==> config.mk <==
export PLATFORM = sky130hd
export DESIGN_NAME = nand_colptr_latch
export DESIGN_NICKNAME = d
export VERILOG_FILES = /design/src/rtl/nand_ptr_pkg.sv /design/src/rtl/nand_ptr_sel.sv /design/src/rtl/nand_addr_cap.sv /design/src/rtl/nand_seq_ctr.sv /design/src/rtl/nand_colptr_latch.sv
export SDC_FILE = /design/constraint.sdc
export NUM_CORES = 1
export LEC_CHECK = 0
export ABC_AREA = 1
export BUFFER_PORTS_ARGS = -buffer_cell sky130_fd_sc_hd__buf_4
export CORE_UTILIZATION = 62
export CTS_BUF_LIST = sky130_fd_sc_hd__clkbuf_4
export DETAILED_ROUTE_END_ITERATION = 16
export HOLD_SLACK_MARGIN = 0.02
export PLACE_DENSITY = 0.85
export SYNTH_ARGS = -nofsm -noshare
export SYNTH_HDL_FRONTEND = slang
export SYNTH_SLANG_ARGS = --single-unit
==> constraint.sdc <==
create_clock -name clk -period 2.91 [get_ports clk]
set_input_delay 0.1455 -clock clk [delete_from_list [all_inputs] [get_ports clk]]
set_output_delay 0.1455 -clock clk [all_outputs]
set_load 0.02 [all_outputs]
==> src/rtl/nand_ptr_pkg.sv <==
package nand_ptr_pkg;
   typedef enum logic [1:0] {
      RG_LO    = 2'd0,
      RG_HI    = 2'd1,
      RG_SPARE = 2'd2
   } region_t;

   localparam logic [7:0] CMD_PTR_LO    = 8'h00;
   localparam logic [7:0] CMD_PTR_HI    = 8'h01;
   localparam logic [7:0] CMD_PTR_SPARE = 8'h50;
   localparam logic [7:0] CMD_ERASE_SET = 8'h60;
endpackage

==> src/rtl/nand_ptr_sel.sv <==
module nand_ptr_sel
   import nand_ptr_pkg::*;
(
   input  logic       clk,
   input  logic       rst,
   input  logic       cmd_we,
   input  logic [7:0] io_in,
   input  logic       op_done,
   output region_t    ptr
);
   always_ff @(posedge clk) begin
      if (rst) begin
         ptr <= RG_LO;
      end else if (cmd_we && io_in == CMD_PTR_LO) begin
         ptr <= RG_LO;
      end else if (cmd_we && io_in == CMD_PTR_HI) begin
         ptr <= RG_HI;
      end else if (cmd_we && io_in == CMD_PTR_SPARE) begin
         ptr <= RG_SPARE;
      end else if (op_done && ptr == RG_HI) begin
         ptr <= RG_LO;
      end
   end

   AST_ONESHOT_FALLBACK: assert property (@(posedge clk) disable iff (rst)
      (op_done && !cmd_we && ptr == RG_HI) |=> ptr == RG_LO);

   AST_STICKY_HOLD: assert property (@(posedge clk) disable iff (rst)
      (op_done && !cmd_we && ptr != RG_HI) |=> $stable(ptr));
endmodule

==> src/rtl/nand_addr_cap.sv <==
module nand_addr_cap
   import nand_ptr_pkg::*;
#(
   parameter int HALF_BYTES  = 256,
   parameter int SPARE_BYTES = 16,
   parameter int ROW_BITS    = 17,
   localparam int COL_W  = $clog2(2*HALF_BYTES + SPARE_BYTES),
   localparam int LANES  = (ROW_BITS + 7) / 8
)(
   input  logic             clk,
   input  logic             rst,
   input  logic             cmd_we,
   input  logic             addr_we,
   input  logic [7:0]       io_in,
   input  region_t          ptr,
   output logic             col_ld,
   output logic [COL_W-1:0] col_val,
   output logic [LANES-1:0] row_ld,
   output logic             page_clr
);
   localparam int HALF_W = $clog2(HALF_BYTES);
   localparam int SP_W   = $clog2(SPARE_BYTES);
   localparam int CNT_W  = $clog2(LANES + 2);

   logic [CNT_W-1:0] acnt;
   logic             erase_form;

   if (HALF_W > 8 || SP_W > HALF_W) begin : g_bad_col
      $error("column regions do not fit one address byte");
   end

   always_ff @(posedge clk) begin
      if (rst) begin
         acnt       <= '0;
         erase_form <= 1'b0;
      end else if (cmd_we) begin
         acnt       <= '0;
         erase_form <= (io_in == CMD_ERASE_SET);
      end else if (addr_we && acnt <= CNT_W'(LANES)) begin
         acnt <= acnt + 1'b1;
      end
   end

   assign col_ld   = addr_we && !cmd_we && !erase_form && acnt == '0;
   assign page_clr = erase_form;

   for (genvar g = 0; g < LANES; g++) begin : g_lane
      assign row_ld[g] = addr_we && !cmd_we &&
                         (erase_form ? (acnt == CNT_W'(g)) : (acnt == CNT_W'(g + 1)));
   end

   always_comb begin
      unique case (ptr)
         RG_HI:    col_val = COL_W'(HALF_BYTES) + COL_W'(io_in[HALF_W-1:0]);
         RG_SPARE: col_val = COL_W'(2*HALF_BYTES) + COL_W'(io_in[SP_W-1:0]);
         default:  col_val = COL_W'(io_in[HALF_W-1:0]);
      endcase
   end

   AST_ONE_TARGET: assert property (@(posedge clk) disable iff (rst)
      $countones({col_ld, row_ld}) <= 1);
endmodule

==> src/rtl/nand_seq_ctr.sv <==
module nand_seq_ctr
   import nand_ptr_pkg::*;
#(
   parameter int HALF_BYTES  = 256,
   parameter int SPARE_BYTES = 16,
   parameter int ROW_BITS    = 17,
   parameter int BLK_PAGES   = 32,
   localparam int COL_W = $clog2(2*HALF_BYTES + SPARE_BYTES),
   localparam int LANES = (ROW_BITS + 7) / 8
)(
   input  logic                clk,
   input  logic                rst,
   input  logic                cmd_we,
   input  logic                rd_stb,
   input  logic [7:0]          io_in,
   input  region_t             ptr,
   input  logic                col_ld,
   input  logic [COL_W-1:0]    col_val,
   input  logic [LANES-1:0]    row_ld,
   input  logic                page_clr,
   output logic [COL_W-1:0]    col,
   output logic [ROW_BITS-1:0] row,
   output logic                stop
);
   localparam int PG_BITS = $clog2(BLK_PAGES);
   localparam logic [COL_W-1:0] LAST_COL   = COL_W'(2*HALF_BYTES + SPARE_BYTES - 1);
   localparam logic [COL_W-1:0] SPARE_BASE = COL_W'(2*HALF_BYTES);

   if ((1 << PG_BITS) != BLK_PAGES || PG_BITS > 8) begin : g_bad_blk
      $error("block page count must be a power of two within the first row byte");
   end

   logic [ROW_BITS-1:0] row_load;
   logic                any_row_ld;
   logic                rd_go;
   logic                at_end;
   logic                blk_last;

   always_comb begin
      row_load = row;
      for (int b = 0; b < ROW_BITS; b++) begin
         if (row_ld[b/8]) row_load[b] = io_in[b%8];
      end
      if (row_ld[0] && page_clr) row_load[PG_BITS-1:0] = '0;
   end

   assign any_row_ld = |row_ld;
   assign rd_go      = rd_stb && !stop && !cmd_we && !col_ld && !any_row_ld;
   assign at_end     = (col == LAST_COL);
   assign blk_last   = &row[PG_BITS-1:0];

   always_ff @(posedge clk) begin
      if (rst) begin
         col  <= '0;
         row  <= '0;
         stop <= 1'b0;
      end else begin
         if (cmd_we) stop <= 1'b0;
         if (col_ld) col <= col_val;
         if (any_row_ld) row <= row_load;
         if (rd_go) begin
            if (!at_end) begin
               col <= col + 1'b1;
            end else if (blk_last) begin
               stop <= 1'b1;
            end else begin
               row <= row + 1'b1;
               col <= (ptr == RG_SPARE) ? SPARE_BASE : '0;
            end
         end
      end
   end

   AST_COL_RANGE: assert property (@(posedge clk) disable iff (rst)
      col <= LAST_COL);

   AST_COL_STEP: assert property (@(posedge clk) disable iff (rst)
      (rd_stb && !stop && !cmd_we && !col_ld && !any_row_ld && col != LAST_COL)
      |=> col == $past(col) + 1'b1);

   AST_NO_BLOCK_CROSS: assert property (@(posedge clk) disable iff (rst)
      (rd_stb && !cmd_we && !any_row_ld)
      |=> row[ROW_BITS-1:PG_BITS] == $past(row[ROW_BITS-1:PG_BITS]));

   AST_STOP_FREEZE: assert property (@(posedge clk) disable iff (rst)
      (stop && !cmd_we && !addr_active())
      |=> $stable(col) && $stable(row) && stop);

   function automatic logic addr_active();
      return col_ld || any_row_ld;
   endfunction
endmodule

==> src/rtl/nand_colptr_latch.sv <==
module nand_colptr_latch
   import nand_ptr_pkg::*;
#(
   parameter int HALF_BYTES  = 256,
   parameter int SPARE_BYTES = 16,
   parameter int ROW_BITS    = 17,
   parameter int BLK_PAGES   = 32,
   localparam int COL_W = $clog2(2*HALF_BYTES + SPARE_BYTES),
   localparam int LANES = (ROW_BITS + 7) / 8
)(
   input  logic                clk,
   input  logic                rst,
   input  logic                cmd_we,
   input  logic                addr_we,
   input  logic [7:0]          io_in,
   input  logic                rd_stb,
   input  logic                op_done,
   output logic [COL_W-1:0]    col_addr,
   output logic [ROW_BITS-1:0] row_addr,
   output logic [1:0]          region,
   output logic                seq_stop
);
   region_t          ptr;
   logic             col_ld;
   logic [COL_W-1:0] col_val;
   logic [LANES-1:0] row_ld;
   logic             page_clr;

   nand_ptr_sel u_ptr (
      .clk(clk), .rst(rst), .cmd_we(cmd_we), .io_in(io_in),
      .op_done(op_done), .ptr(ptr)
   );

   nand_addr_cap #(
      .HALF_BYTES(HALF_BYTES), .SPARE_BYTES(SPARE_BYTES), .ROW_BITS(ROW_BITS)
   ) u_cap (
      .clk(clk), .rst(rst), .cmd_we(cmd_we), .addr_we(addr_we), .io_in(io_in),
      .ptr(ptr), .col_ld(col_ld), .col_val(col_val), .row_ld(row_ld),
      .page_clr(page_clr)
   );

   nand_seq_ctr #(
      .HALF_BYTES(HALF_BYTES), .SPARE_BYTES(SPARE_BYTES), .ROW_BITS(ROW_BITS),
      .BLK_PAGES(BLK_PAGES)
   ) u_seq (
      .clk(clk), .rst(rst), .cmd_we(cmd_we), .rd_stb(rd_stb), .io_in(io_in),
      .ptr(ptr), .col_ld(col_ld), .col_val(col_val), .row_ld(row_ld),
      .page_clr(page_clr), .col(col_addr), .row(row_addr), .stop(seq_stop)
   );

   assign region = ptr;

   AST_PTR_CMD_KEEPS_ADDR: assert property (@(posedge clk) disable iff (rst)
      (cmd_we && (io_in == CMD_PTR_LO || io_in == CMD_PTR_HI || io_in == CMD_PTR_SPARE))
      |=> $stable(col_addr) && $stable(row_addr));

   AST_REGION_LEGAL: assert property (@(posedge clk) disable iff (rst)
      region != 2'd3);
endmodule

Yosys cells after proc, flatten, opt, wreduce, memory -nomap -nowiden. Index checks and enable logic that the tools add are counted.

Register bits: 34. Input bits: 14. Output and inout port bits: 30. Logic and storage cells: 90.

$add $sub $neg: 5. Magnitude comparators: 1. Equality and inequality tests: 9. Mux-type cells: 38. Reduce and logical (&&, ||, !) cells: 30.

Operators by type and width (count): 2-to-1 mux 17 bit (4); 2-to-1 mux 10 bit (5); 2-to-1 mux 1 bit (25); case mux 10 bit (2 select lines) (1); adder 17 x 1 -> 17 bit (second input constant) (1); == test 8 x 7 -> 1 bit (second input constant) (2); logical AND 1 bit (16); adder 10 x 1 -> 10 bit (second input constant) (1); adder 10 x 4 -> 10 bit (first input constant) (1); adder 9 x 8 -> 10 bit (first input constant) (1); == test 10 bit (second input constant) (1); == test 8 x 1 -> 1 bit (second input constant) (1); logical NOT 8 bit (1); == test 3 x 2 -> 1 bit (second input constant) (2); OR reduction 3 bit (2); logical NOT 1 bit (5); 2-to-1 mux 5 bit (1); AND reduction 5 bit (1); 2-to-1 mux 2 bit (2); OR reduction 2 bit (2); adder 3 x 1 -> 3 bit (second input constant) (1); == test 3 x 1 -> 1 bit (second input constant) (1); less-or-equal comparator 3 x 2 -> 1 bit (second input constant) (1); logical NOT 3 bit (1); other kinds (4) (4).

Logic depth before layout (Yosys ltp). Gate-level depths: netlist of the first run.

Depth in word-level cells: 9. Mapped depth: 12.

By module. A second synthesis of the first run with hierarchy kept.

Cells, all modules: 434. Area, all modules: 2645.0 um^2.

By module, submodules not included: nand_seq_ctr (instances 1, cells each 332, area each 1999.4 um^2); nand_addr_cap (instances 1, cells each 70, area each 470.5 um^2); nand_ptr_sel (instances 1, cells each 32, area each 175.2 um^2).

Worst setup path after synthesis of the first run. OpenSTA, ideal clock, no wires.

Path type: reg2reg. Start: register u_seq.row[0]. End: register u_seq.row[0]. Library setup time: 113 ps. Arrival: 1587 ps. Required time: 2797 ps. Setup slack: 1210 ps. Cell stages (with the launch flop): 10. Cell sequence: dfxtp_1 -> ha_1 -> nand3_1 -> inv_1 -> ha_1 -> nor2_4 -> nand3_4 -> buf_2 -> nor2_1 -> nor2_1.

Longest elaborated chain between the ends: 6. Elaborated cells between the ends (all ways): 8. Those cells by class: add/sub: 1; mux: 6; reduce/logical: 1.

RTL lines: start, declared (RTL line nand_seq_ctr.sv:22) `output logic [ROW_BITS-1:0] row,`; start signal, assigned (RTL line nand_seq_ctr.sv:60) `if (any_row_ld) row <= row_load;`; start signal, assigned (RTL line nand_seq_ctr.sv:67) `row <= row + 1'b1;`; branches (longest 5 deep; another with adder 17 x 1 -> 17 bit); 2-to-1 mux 17 bit * (RTL line nand_seq_ctr.sv:61) `if (rd_go) begin`.

Every way passes the cells marked *. A chain may end at the register's enable or synchronous reset.

Worst setup path in the final report of the first run.
Start: register u_cap.acnt[0]. End: register u_seq.col[5].

Longest elaborated chain between the ends: 7. Elaborated cells between the ends (all ways): 20. Those cells by class: eq/ne: 3; mux: 7; reduce/logical: 10.

RTL lines: start, declared (RTL line nand_addr_cap.sv:25) `logic [CNT_W-1:0] acnt;`; start signal, assigned (RTL line nand_addr_cap.sv:40) `acnt <= acnt + 1'b1;`; == test 3 x 2 -> 1 bit (tied with other cells) (RTL line nand_addr_cap.sv:49) `(erase_form ? (acnt == CNT_W'(g)) : (acnt == CNT_W'(g + 1)));`; 2-to-1 mux 1 bit (RTL line nand_addr_cap.sv:49); logical AND 1 bit (RTL line nand_addr_cap.sv:48) `assign row_ld[g] = addr_we && !cmd_we &&`; OR reduction 3 bit (RTL line nand_seq_ctr.sv:47) `assign any_row_ld = |row_ld;`; logical NOT 1 bit (RTL line nand_seq_ctr.sv:48) `assign rd_go = rd_stb && !stop && !cmd_we && !col_ld && !any_row_ld;`; logical AND 1 bit (RTL line nand_seq_ctr.sv:48); 2-to-1 mux 10 bit * (RTL line nand_seq_ctr.sv:61); end signal, assigned (RTL line nand_seq_ctr.sv:59) `if (col_ld) col <= col_val;`; end signal, assigned (RTL line nand_seq_ctr.sv:63) `col <= col + 1'b1;`; end signal, assigned (RTL line nand_seq_ctr.sv:68) `col <= (ptr == RG_SPARE) ? SPARE_BASE : '0;`; end, declared (RTL line nand_seq_ctr.sv:21) `output logic [COL_W-1:0] col,`.

Every way passes the cells marked *; elsewhere a longest branch is shown, timed or not.

==> impl_summary.md, run 1 <==
Clock network
The number of setup buffers added after CTS is 0. The CTS H-tree depth is 2. The clock insertion delay at the later pin of the skew report is ~330 ps.

The hold buffer count at CTS is 0. The total clock buffers created by CTS is 5. Gates resized during post-CTS repair numbered 0. The number of buffers between clock root and the deepest sink is 2. TritonCTS built the clock tree. Clock-pin slew was measured on the worst setup and hold paths at 110 ps. The clock net in this run drives a total of 34 sinks. The library cell used as clock root buffer is sky130_fd_sc_hd__clkbuf_4.

GRT
Entering global routing, the biggest net connects 34 pins. The wire length of the first global-routing pass is 10670 um. Global routing finished with a remaining overflow of 0.

The number of global-route vias before repair is 2400. The number of antenna violations at the first check in global routing was 0. The global routing usage summed across all routing layers is 30.72%.

Floorplan
Row generation in the floorplan step produced 23 rows. The initial utilization of the core area, before any placement, comes to 65.37%. The chip height is just under 70 um. The floorplan step defined a die boundary enclosing 4544 um2. The die span in x is approximately 67 um. The I/O pin count is 44.

The floorplan step defined a core boundary enclosing 4058 um2.

STA
Hold timing on the final database bottoms out at a slack of 81.99 ps. The final critical-path setup slack is 696.2 ps. The accumulated negative setup slack is 0 ps. Setup repair after global routing left no endpoint under its margin. In this run the tightest slew margin relative to its limit is 48.57%. Subtracting the final worst setup slack from the clock period gives roughly 2200 ps. Clock skew on the completed layout was measured at 4.262 ps.

For the pin with the worst max-slew slack, the measured transition is slightly below 800 ps. The fraction of the cycle the final worst path needs is 76.08%. Derived from the worst setup path, the maximum achievable clock frequency is 0.4517 GHz. The number of endpoints failing setup at the final stage is 0.

The total count of max-transition violations in the final report is 0. The number of hold violations in the final report is 0.

Final layout
The number of nets at the end of the flow is 512. In the layout the commonest cells are 144 x sky130_fd_sc_hd__nand2_1, 61 x sky130_fd_sc_hd__nor2_1, 55 x sky130_fd_sc_hd__inv_1. The final core area utilization is 74.41%. The leading cell type in the layout, fill and taps excluded is sky130_fd_sc_hd__nand2_1. Fill cells in the final layout number between 300 and 400. In the final layout, the multi-input gates occupy 1679 um2. The number of inserted diodes is 0. The layout cell share with drive strength beyond 1 is 14.78%.

In the final layout, flip-flops and latches occupy 680.7 um2. The growth of design area from synthesis to finish is 13.82%.

Worst hold path
The hold path depth is 2. The worst hold-check path type is primary input to flip-flop.

Critical path
The critical path start-end classification is flip-flop to flip-flop. The element type at the critical path end is a flip-flop. The largest fanout on the critical path is 18. The depth of the worst register-to-register path is 9. The data arrival time at the worst-slack endpoint is approximately 2500 ps.

The worst path required time is 3180 ps. The type of element launching the critical path is a flip-flop.

Power and ir drop
The clock network fraction of total power is a little over a quarter. The power per standard cell area is between 300 and 400 nW/um2. The fraction of power consumed by sequential logic is a little over half. In this run, the combinational gates consume 19.5% of the power. Of the total power, the share spent switching nets is 31.73%.

Summed over all nets, the switching power comes to 0.2933 mW. The worst voltage drop across the vdd grid is 0.0002066 V. The post-layout total power is just over 0.9 mW. The internal power contribution is between 0.6 and 0.7 mW. In this run the static leakage power is 1.620 nW.

Synth
When the netlist entered floorplanning its net count stood at 472. Each instance of the synthesized netlist takes up on average 5.921 um2. The number of synthesized register bits is 34.

The synthesized cell area is 2653 um2. The count of yosys warnings during synthesis is 0. The cell type contributing the most total cell area after synthesis is sky130_fd_sc_hd__dfxtp_1. The number of unique standard cell types used by synthesis is 27. The cell count after synthesis came out at 448. Of the post-synthesis cell area, the dominant cell type holds 25.66%. Yosys attributes the largest share of cell area to sky130_fd_sc_hd__dfxtp_1 26%, sky130_fd_sc_hd__nand2_1 20%, sky130_fd_sc_hd__nor2_1 8.6%. The proportion of synthesized chip area in sequential cells is 25.66%.

Routing
The detailed-route wire length is approximately 6600 um. The detailed router's first-iteration violation count is 188. The first TritonRoute pass finished after 6 iterations.

The mean routed wirelength per cell is around 12 um. The total via count in the routed design is slightly below 3000. The residual antenna-violating net count after detailed routing is 0. The mean number of vias per cell is 5.467. After detailed routing, the number of remaining DRC violations is 0.

Placed design
The half-perimeter wire length after placement is between 5000 and 6000 um. The post-placement worst setup slack is 754.6 ps. The number of buffers added on ports is 43. The final RePlAce weighted congestion is 0.8871.

Run
The tool flagged a number of max-cap violations equal to 0.

Outcome
The run finished with clean final reports.
-- routing by layer --
layer	vias up	GRT usage, %	share of wire, %
met5	-	0	0
met1	1334	41.90	44
met3	10	5.405	6.6
met4	0	7.181	1.1
li1	1484	-	-
met2	108	49.88	48
-- synth_stat cells --
cell and instances:
sky130_fd_sc_hd__inv_1 55, sky130_fd_sc_hd__xor2_1 10, sky130_fd_sc_hd__nand3_1 34, sky130_fd_sc_hd__nor4_1 2, sky130_fd_sc_hd__or2_2 2, sky130_fd_sc_hd__ha_1 10, sky130_fd_sc_hd__inv_2 7, sky130_fd_sc_hd__buf_6 2
sky130_fd_sc_hd__o21ai_1 1, sky130_fd_sc_hd__nand3_2 2, sky130_fd_sc_hd__o211ai_1 5, sky130_fd_sc_hd__nand3_4 2, sky130_fd_sc_hd__buf_2 3, sky130_fd_sc_hd__clkbuf_1 4, sky130_fd_sc_hd__nand2_2 4, sky130_fd_sc_hd__buf_4 1
sky130_fd_sc_hd__nor2_4 4, sky130_fd_sc_hd__nor3_1 7, sky130_fd_sc_hd__xnor2_1 4, sky130_fd_sc_hd__nor2_2 3, sky130_fd_sc_hd__a21oi_1 15, sky130_fd_sc_hd__nor2_1 61, sky130_fd_sc_hd__nand4_1 6, sky130_fd_sc_hd__dfxtp_1 34
sky130_fd_sc_hd__a211oi_1 1, sky130_fd_sc_hd__o21ai_0 25, sky130_fd_sc_hd__nand2_1 144
-- per-stage QoR --
step           cells  instance area, um2
2_1_floorplan    448                2653
3_3_place_gp     531                2978
3_5_place_dp     531                2978
4_1_cts          537                3019
5_1_grt          537                3019
6_report         537                3019
-- worst max-delay path, stage by stage (launching register included) --
cell                      delay, ps
sky130_fd_sc_hd__dfxtp_1        420
sky130_fd_sc_hd__inv_1          100
sky130_fd_sc_hd__ha_1           220
sky130_fd_sc_hd__nand2_2         80
sky130_fd_sc_hd__nand2_1         60
sky130_fd_sc_hd__nand3_2        240
sky130_fd_sc_hd__nand3_1        110
sky130_fd_sc_hd__nor2_1         600
sky130_fd_sc_hd__nand3_1        160
sky130_fd_sc_hd__a21oi_1        160
-- kinds of logic (layout without fill, tap and decap cells) --
family	count (synthesis)	in the layout	synth area share, %
buffers and inverters	72	111	11.04
adders and majority gates	10	10	4.717
DFF	34	34	25.66
AOI/OAI and AO/OA	47	47	9.434
and+or+nand+nor	271	271	44.53
xor gates and xnor gates	14	14	4.622
-- final cells by class --
class,instances,share of cell area (%)
clock buffers,5,1.243
clock inverters,1,0.1243
inverters,62,7.708
multi-input cells,342,55.62
flip-flops and latches,34,22.54
well taps,50,2.072
repair buffers,43,10.69
-- power groups by stage --
stage          clock (mW)  combinational, mW  sequential, mW
3_5_place_dp            0              0.178           0.511
6_report            0.244              0.180           0.501
5_1_grt             0.267              0.200           0.504
2_1_floorplan           0              0.103           0.522
4_1_cts             0.249              0.179           0.500
3_3_place_gp            0              0.175           0.511
-- final timing paths --
path	start	endpoint	slack, ps
setup / recovery	u_cap.acnt[0]	u_seq.col[5]	700
hold / removal	rst	u_seq.col[4]	80
setup reg to reg	u_cap.acnt[0]	u_seq.col[5]	700
hold reg to reg	u_seq.stop	u_seq.stop	500
-- registers in the layout, summed over array words and instances, names as in the netlist --
| register | cells |
|---|---|
| u_seq.stop | 1 |
| u_cap.acnt | 3 |
| u_seq.col | 10 |
| u_seq.row | 17 |
| u_cap.page_clr | 1 |
| u_ptr.ptr | 2 |
No activity file was read; power rests on OpenSTA's default activity.
==> run 2: changes to the inputs <==
Settings changed: CORE_UTILIZATION 62 to 53, PLACE_DENSITY 0.85 to 0.77.
Clock period 2.91 ns to 1.9 ns, I/O delays scaled along.
==> run 2 against run 1 <==
  * Clock skew is 8.7 ps higher
  * Total power increased by 74%
  * Sequential power increased by 53%
  * Via count rose by 2.2%
  * Register-to-register slack worse by 620 ps
  * Routed wire length grew 13%
  * Critical endpoint is now u_seq.row[15]
  * Largest cell class unchanged
  * Largest power group unchanged
==> impl_summary.md, run 2 (synthesis results as in run 1) <==
Routing
The detailed router's first-iteration violation count was 264 (+40%). The mean number of vias per cell is 5.226 (-4.4%). The number of search-and-repair iterations in the first detailed-routing pass was 6 (unchanged). The mean routed wirelength per cell is 12.98 um (+5.4%).

The number of remaining DRC errors came to 0 (unchanged). The total via count in the routed design is 3000 (+2.2%). The residual antenna-violating net count after detailed routing is 0 (unchanged). The detailed-route wire length is 7453 um (+13%).

Placed design
The placed cell area is 3079 um2 (+3.4%). The half-perimeter wire length after placement was 5338 um (+5.3%). The number of instances in the placed design is 557 (+4.9%). The final RePlAce weighted congestion was 0.9146 (+3.1%).

The post-placement worst setup slack is 90.75 ps (-663.8 ps). The number of buffers added on ports is 43 (unchanged).

Final layout
Leaving out fill and tap cells, the most frequent cells in the layout are 142 x sky130_fd_sc_hd__nand2_1, 61 x sky130_fd_sc_hd__nor2_1, 56 x sky130_fd_sc_hd__buf_4. The count of fill cells added during filler insertion is 440 (+22%). The number of nets at the end of the flow was 530 (+3.5%). The leading cell type in the layout, fill and taps excluded is sky130_fd_sc_hd__nand2_1. The top register by number of flip-flops is u_seq.row. The number of flip-flops in the largest register is 17 (unchanged).

The largest registers in the layout are u_seq.row: 17 flops, u_seq.col: 10 flops, u_cap.acnt: 3 flops. The layout cell share with drive strength beyond 1 came to 20.32% (+5.5 points). The final instance count without filler cells came to 574 (+6.9%). The number of inserted diodes is 0 (unchanged). Relative to the synthesized area, the layout overhead comes to 25.05%. The post-route cell area was 3317 um2 (+9.9%).

Critical path
The type of element launching the critical path is a flip-flop. The data arrival time at the worst-slack endpoint is 2110 ps (-380 ps). The worst path required time is 2190 ps (-990 ps). The element type at the critical path end is a flip-flop. The critical path is of the flip-flop to flip-flop type. The largest fanout on the critical path is 5 (-13).

Power and ir drop
The power per standard cell area came to 486.0 nW/um2 (+59%). The worst voltage drop across the vdd grid is 0.0002874 V (+39%). The static leakage is 1.750 nW (+8.0%).

Floorplan
The I/O pin count is 44 (unchanged). The area inside the core boundary is 4755 um2 (+17%). The effective utilization at floorplan is 55.79% (-9.6 points). The die outline area was 5292 um2 (+16%). The die span in x is 72.75 um (+7.9%).

The floorplan row count was 25 (+8.7%). The chip height is 72.75 um (+7.9%).

STA
The pin slew with the least headroom to its limit came to 404.7 ps (-363.9 ps). The fraction of the cycle the final worst path needs came to 95.75% (+20 points). The post-route minimum period is 1819 ps (-394.6 ps). The headroom to the max-slew limit is 73.02% (+24 points). The number of hold violations in the final report is 0 (unchanged). The worst setup skew after layout is 12.91 ps (+8.651 ps). The final critical-path setup slack came to 80.81 ps (-615.4 ps). The worst hold slack is 44.72 ps (-37.28 ps). The fmax is 0.5497 GHz (+22%). The total count of max-transition violations in the final report is 0 (unchanged). The number of endpoints failing setup at the final stage is 0 (unchanged).

GRT
The global routing usage summed across all routing layers was 28.96% (-1.8 points). The number of global-route vias before repair is 2588 (+7.8%). The wire length of the first global-routing pass is 12030 um (+13%). The maximum number of pins on one net before global-route repair came to 34 (unchanged).

The number of antenna violations at the first check in global routing is 0 (unchanged). The final global-route overflow total is 0 (unchanged).

Clock network
The number of buffers between clock root and the deepest sink is 2 (unchanged). Clock tree synthesis selected as its root buffer the cell sky130_fd_sc_hd__clkbuf_4. TritonCTS built the clock tree. The total clock buffers created by CTS is 5 (unchanged).

The clock insertion delay at the later pin of the skew report is 350 ps (+20 ps). The CTS H-tree depth is 2 (unchanged). The clock sink count is 34 (unchanged). The clock input transition at the sequential cells of the worst setup and hold paths is 120 ps (about the same).

Worst hold path
In this run the worst hold path is classified as primary input to flip-flop.

Run
The count of max-cap constraint violations is 0 (unchanged).

Outcome
The flow ran to the end, and the final reports show no timing, DRC or antenna violations.
-- run 2: critical path, stage by stage (launching register included) --
cell,delay [ps]
sky130_fd_sc_hd__dfxtp_1,410
sky130_fd_sc_hd__ha_2,250
sky130_fd_sc_hd__nand3_2,120
sky130_fd_sc_hd__nor2_2,150
sky130_fd_sc_hd__nand2_1,120
sky130_fd_sc_hd__nor2_4,150
sky130_fd_sc_hd__nand3_4,150
sky130_fd_sc_hd__buf_12,170
sky130_fd_sc_hd__nand2_1,60
sky130_fd_sc_hd__nand2_1,50
sky130_fd_sc_hd__nor2_1,130
-- run 2: layer usage --
metal,wire (um),part of all wire (%),global-route usage [%]
met1,3320,45,39.76
met2,3503,47,46.63
met3,509,6.8,5.387
met5,0,0,0
met4,119,1.6,7.625
-- run 2: through the flow --
step	TNS [ps]	power, mW	utilization, %
after detailed placement	0	1.069	64.76
final	0	1.612	69.76
after floorplan	0	0.9571	-
after CTS	0	1.612	66.61
after global routing	-33.25	1.689	69.76
after global placement	0	1.062	64.76
-- run 2: what timing repair did --
action | in CTS | in global routing
endpoints found under the setup margin | 0 | 27
hold buffers | 1 | 0
hold endpoints to repair | 7 | 0
gates resized for setup | 0 | 13
buffers inserted | 0 | 5
-- run 2: area by class of cell --
| type | count | area, um2 | share of cell area (%) |
|---|---|---|---|
| clock buffer | 5 | 37.54 | 1.132 |
| inverter | 62 | 232.7 | 7.016 |
| tap | 67 | 83.83 | 2.527 |
| clock inverter | 3 | 40.04 | 1.207 |
| timing repair buffer | 61 | 525.5 | 15.84 |
| sequential | 34 | 688.2 | 20.75 |
| multi-input combinational | 342 | 1709 | 51.53 |
-- run 2: final timing paths --
path / start / endpoint / slack (ps) / cells after the start
worst max-delay path: u_seq.col[1] / u_seq.row[15] / 80 / 10
worst min-delay path: op_done / u_ptr.ptr[1] / 40 / 4
worst max register to register: u_seq.col[1] / u_seq.row[15] / 80 / 10
worst min register to register: u_cap.acnt[0] / u_cap.acnt[0] / 470 / 1
-- run 2: report_power, final --
group | internal (mW) | switching (mW) | total [mW]
sequential | 0.735 | 0.0317 | 0.767
combinational | 0.119 | 0.179 | 0.298
clock | 0.273 | 0.275 | 0.548
==> run 3: changes to the inputs <==
Settings changed: RECOVER_POWER set to 100.
==> run 3 against run 2 <==
  * Critical path depth did not move
  * Critical path type unchanged
  * Sequential share of layout area up 0.72 points
  * Utilization down 2.3 points
  * Maximum frequency shrank 0.45%
  * Highest routed layer unchanged
==> impl_summary.md, run 3 (synthesis results as in run 1) <==
Floorplan
The floorplan row count was 25 (unchanged). The die span in x is 72.75 um (unchanged). The chip height came to 72.75 um (unchanged).

The effective utilization at floorplan is 55.79% (unchanged). The area inside the core boundary is 4755 um2 (unchanged). The I/O pin count came to 44 (unchanged). The die outline area is 5292 um2 (unchanged).

Final layout
The largest registers in the layout are u_seq.row: 17 flops, u_seq.col: 10 flops, u_cap.acnt: 3 flops. The number of flip-flops in the largest register is 17 (unchanged). Ranked by flip-flop count, first place goes to u_seq.row.

The layout cell share with drive strength beyond 1 is 14.60% (-5.7 points). The post-route cell area was 3206 um2 (-3.4%). The number of nets at the end of the flow is 530 (unchanged). The leading cell type in the layout, fill and taps excluded is sky130_fd_sc_hd__nand2_1.

The final core area utilization came to 67.42% (-2.3 points). The library cells used most frequently in the layout, excluding fill and tap cells, are 142 x sky130_fd_sc_hd__nand2_1, 61 x sky130_fd_sc_hd__nor2_1, 55 x sky130_fd_sc_hd__inv_1. The growth of design area from synthesis to finish is 20.85%.

The number of inserted diodes is 0 (unchanged).

Routing
The residual antenna-violating net count after detailed routing was 0 (unchanged). The mean number of vias per cell came to 5.214 (-0.23%). The number of search-and-repair iterations in the first detailed-routing pass is 5 (-1).

The total via count in the routed design is 2993 (-0.23%). The detailed router's first-iteration violation count is 265 (+0.38%). The mean routed wirelength per cell came to 13.08 um (+0.72%). The detailed-route wire length came to 7507 um (+0.72%). The number of remaining DRC errors is 0 (unchanged).

GRT
The number of antenna violations at the first check in global routing is 0 (unchanged). The maximum number of pins on one net before global-route repair is 34 (unchanged). The final global-route overflow total is 0 (unchanged). The wire length of the first global-routing pass is 12030 um (unchanged). The global routing usage summed across all routing layers came to 28.96% (unchanged). The number of global-route vias before repair is 2588 (unchanged).

Critical path
The depth of the worst register-to-register path is 10 (unchanged). STA classifies the critical path endpoint as a flip-flop. The largest fanout on the critical path is 5 (unchanged). STA classifies the critical path startpoint as a flip-flop.

The data arrival time at the worst-slack endpoint is 2120 ps (about the same). The critical path in this run is classified as flip-flop to flip-flop. The worst path required time was 2190 ps (about the same).

Worst hold path
The hold path depth came to 4 (unchanged). The worst hold-check path type is primary input to flip-flop.

STA
The number of hold violations in the final report is 0 (unchanged). The pin slew with the least headroom to its limit came to 659.1 ps (+254.3 ps). The total count of max-transition violations in the final report is 0 (unchanged).

The number of endpoints failing setup at the final stage was 0 (unchanged). The worst hold slack is 43.03 ps (-1.687 ps). The worst setup skew after layout came to 8.412 ps (-4.501 ps).

The post-route minimum period is 1827 ps (+8.223 ps). The headroom to the max-slew limit is 56.06% (-17 points). The fmax came to 0.5472 GHz (-0.45%).

The fraction of the cycle the final worst path needs was 96.18% (+0.43 points).

Outcome
The flow ran to the end, and the final reports show no timing, DRC or antenna violations.

Power and ir drop
The static leakage is 1.627 nW (-7.0%). The worst voltage drop across the vdd grid is 0.0002837 V (-1.3%). The post-layout total power came to 1.595 mW (-1.1%). The power per standard cell area is 497.5 nW/um2 (+2.4%).

Clock network
The clock sink count is 34 (unchanged). The clock tree from TritonCTS is done. The total clock buffers created by CTS was 5 (unchanged). The root buffer cell chosen for the clock tree is sky130_fd_sc_hd__clkbuf_4. The clock insertion delay at the later pin of the skew report is 350 ps (about the same). The CTS H-tree depth is 2 (unchanged). The number of buffers between clock root and the deepest sink is 2 (unchanged). The clock input transition at the sequential cells of the worst setup and hold paths came to 120 ps (about the same).

Placed design
The half-perimeter wire length after placement is 5338 um (unchanged). The final RePlAce weighted congestion is 0.9146 (unchanged). The number of buffers added on ports is 43 (unchanged). The placed cell area was 3079 um2 (unchanged).

Run
The count of max-cap constraint violations is 0 (unchanged).
[run 3: metal layers]
layer	up-vias	global-route usage, %	wire [um]
met3	14	5.387	507
li1	1524	-	-
met2	111	46.63	3491
met4	0	7.625	123
met5	-	0	0
met1	1344	39.76	3384
[run 3: power by group]
part | switching, mW | leakage [nW] | internal, mW | total, mW
combinational | 0.180 | 1.30 | 0.102 | 0.283
clock | 0.273 | 0.0450 | 0.273 | 0.546
sequential | 0.0310 | 0.278 | 0.735 | 0.766
total | 0.485 | 1.63 | 1.11 | 1.59
[run 3: layout make-up]
cell class / count / area, um2
fill: 488 / 1549
sequential: 34 / 688.2
clock inverter: 3 / 40.04
timing repair buffer: 61 / 414.1
clock buffer: 5 / 37.54
inverter: 62 / 232.7
tap: 67 / 83.83
multi-input combinational: 342 / 1709
[run 3: per-stage QoR]
stage	setup TNS [ps]	worst slack, ps	cells
after detailed placement	0	90.75	557
after CTS	0	46.30	566
after floorplan	0	200.4	448
after global placement	0	146.7	557
final	0	72.59	574
after global routing	-123.8	-27.16	574
[run 3: final timing paths]
check           startpoint             to  slack (ps)
max           u_seq.col[1]  u_seq.row[15]          70
min                op_done   u_ptr.ptr[1]          40
max reg2reg   u_seq.col[1]  u_seq.row[15]          70
min reg2reg  u_cap.acnt[0]  u_cap.acnt[0]         470
[run 3: critical path, stage by stage (launching register included)]
cell and delay (ps):
sky130_fd_sc_hd__dfxtp_1 400, sky130_fd_sc_hd__ha_2 240, sky130_fd_sc_hd__nand3_2 120, sky130_fd_sc_hd__nor2_2 150, sky130_fd_sc_hd__nand2_1 120, sky130_fd_sc_hd__nor2_4 160, sky130_fd_sc_hd__nand3_4 150, sky130_fd_sc_hd__buf_12 170
sky130_fd_sc_hd__nand2_1 60, sky130_fd_sc_hd__nand2_1 50, sky130_fd_sc_hd__nor2_1 140
[run 3: timing repair]
| item | CTS | global route |
|---|---|---|
| gates resized for setup | 0 | 13 |
| buffers inserted | 0 | 5 |
| endpoints found under the setup margin | 0 | 27 |
| hold buffers | 1 | 0 |
| endpoints found under the hold margin | 7 | 0 |
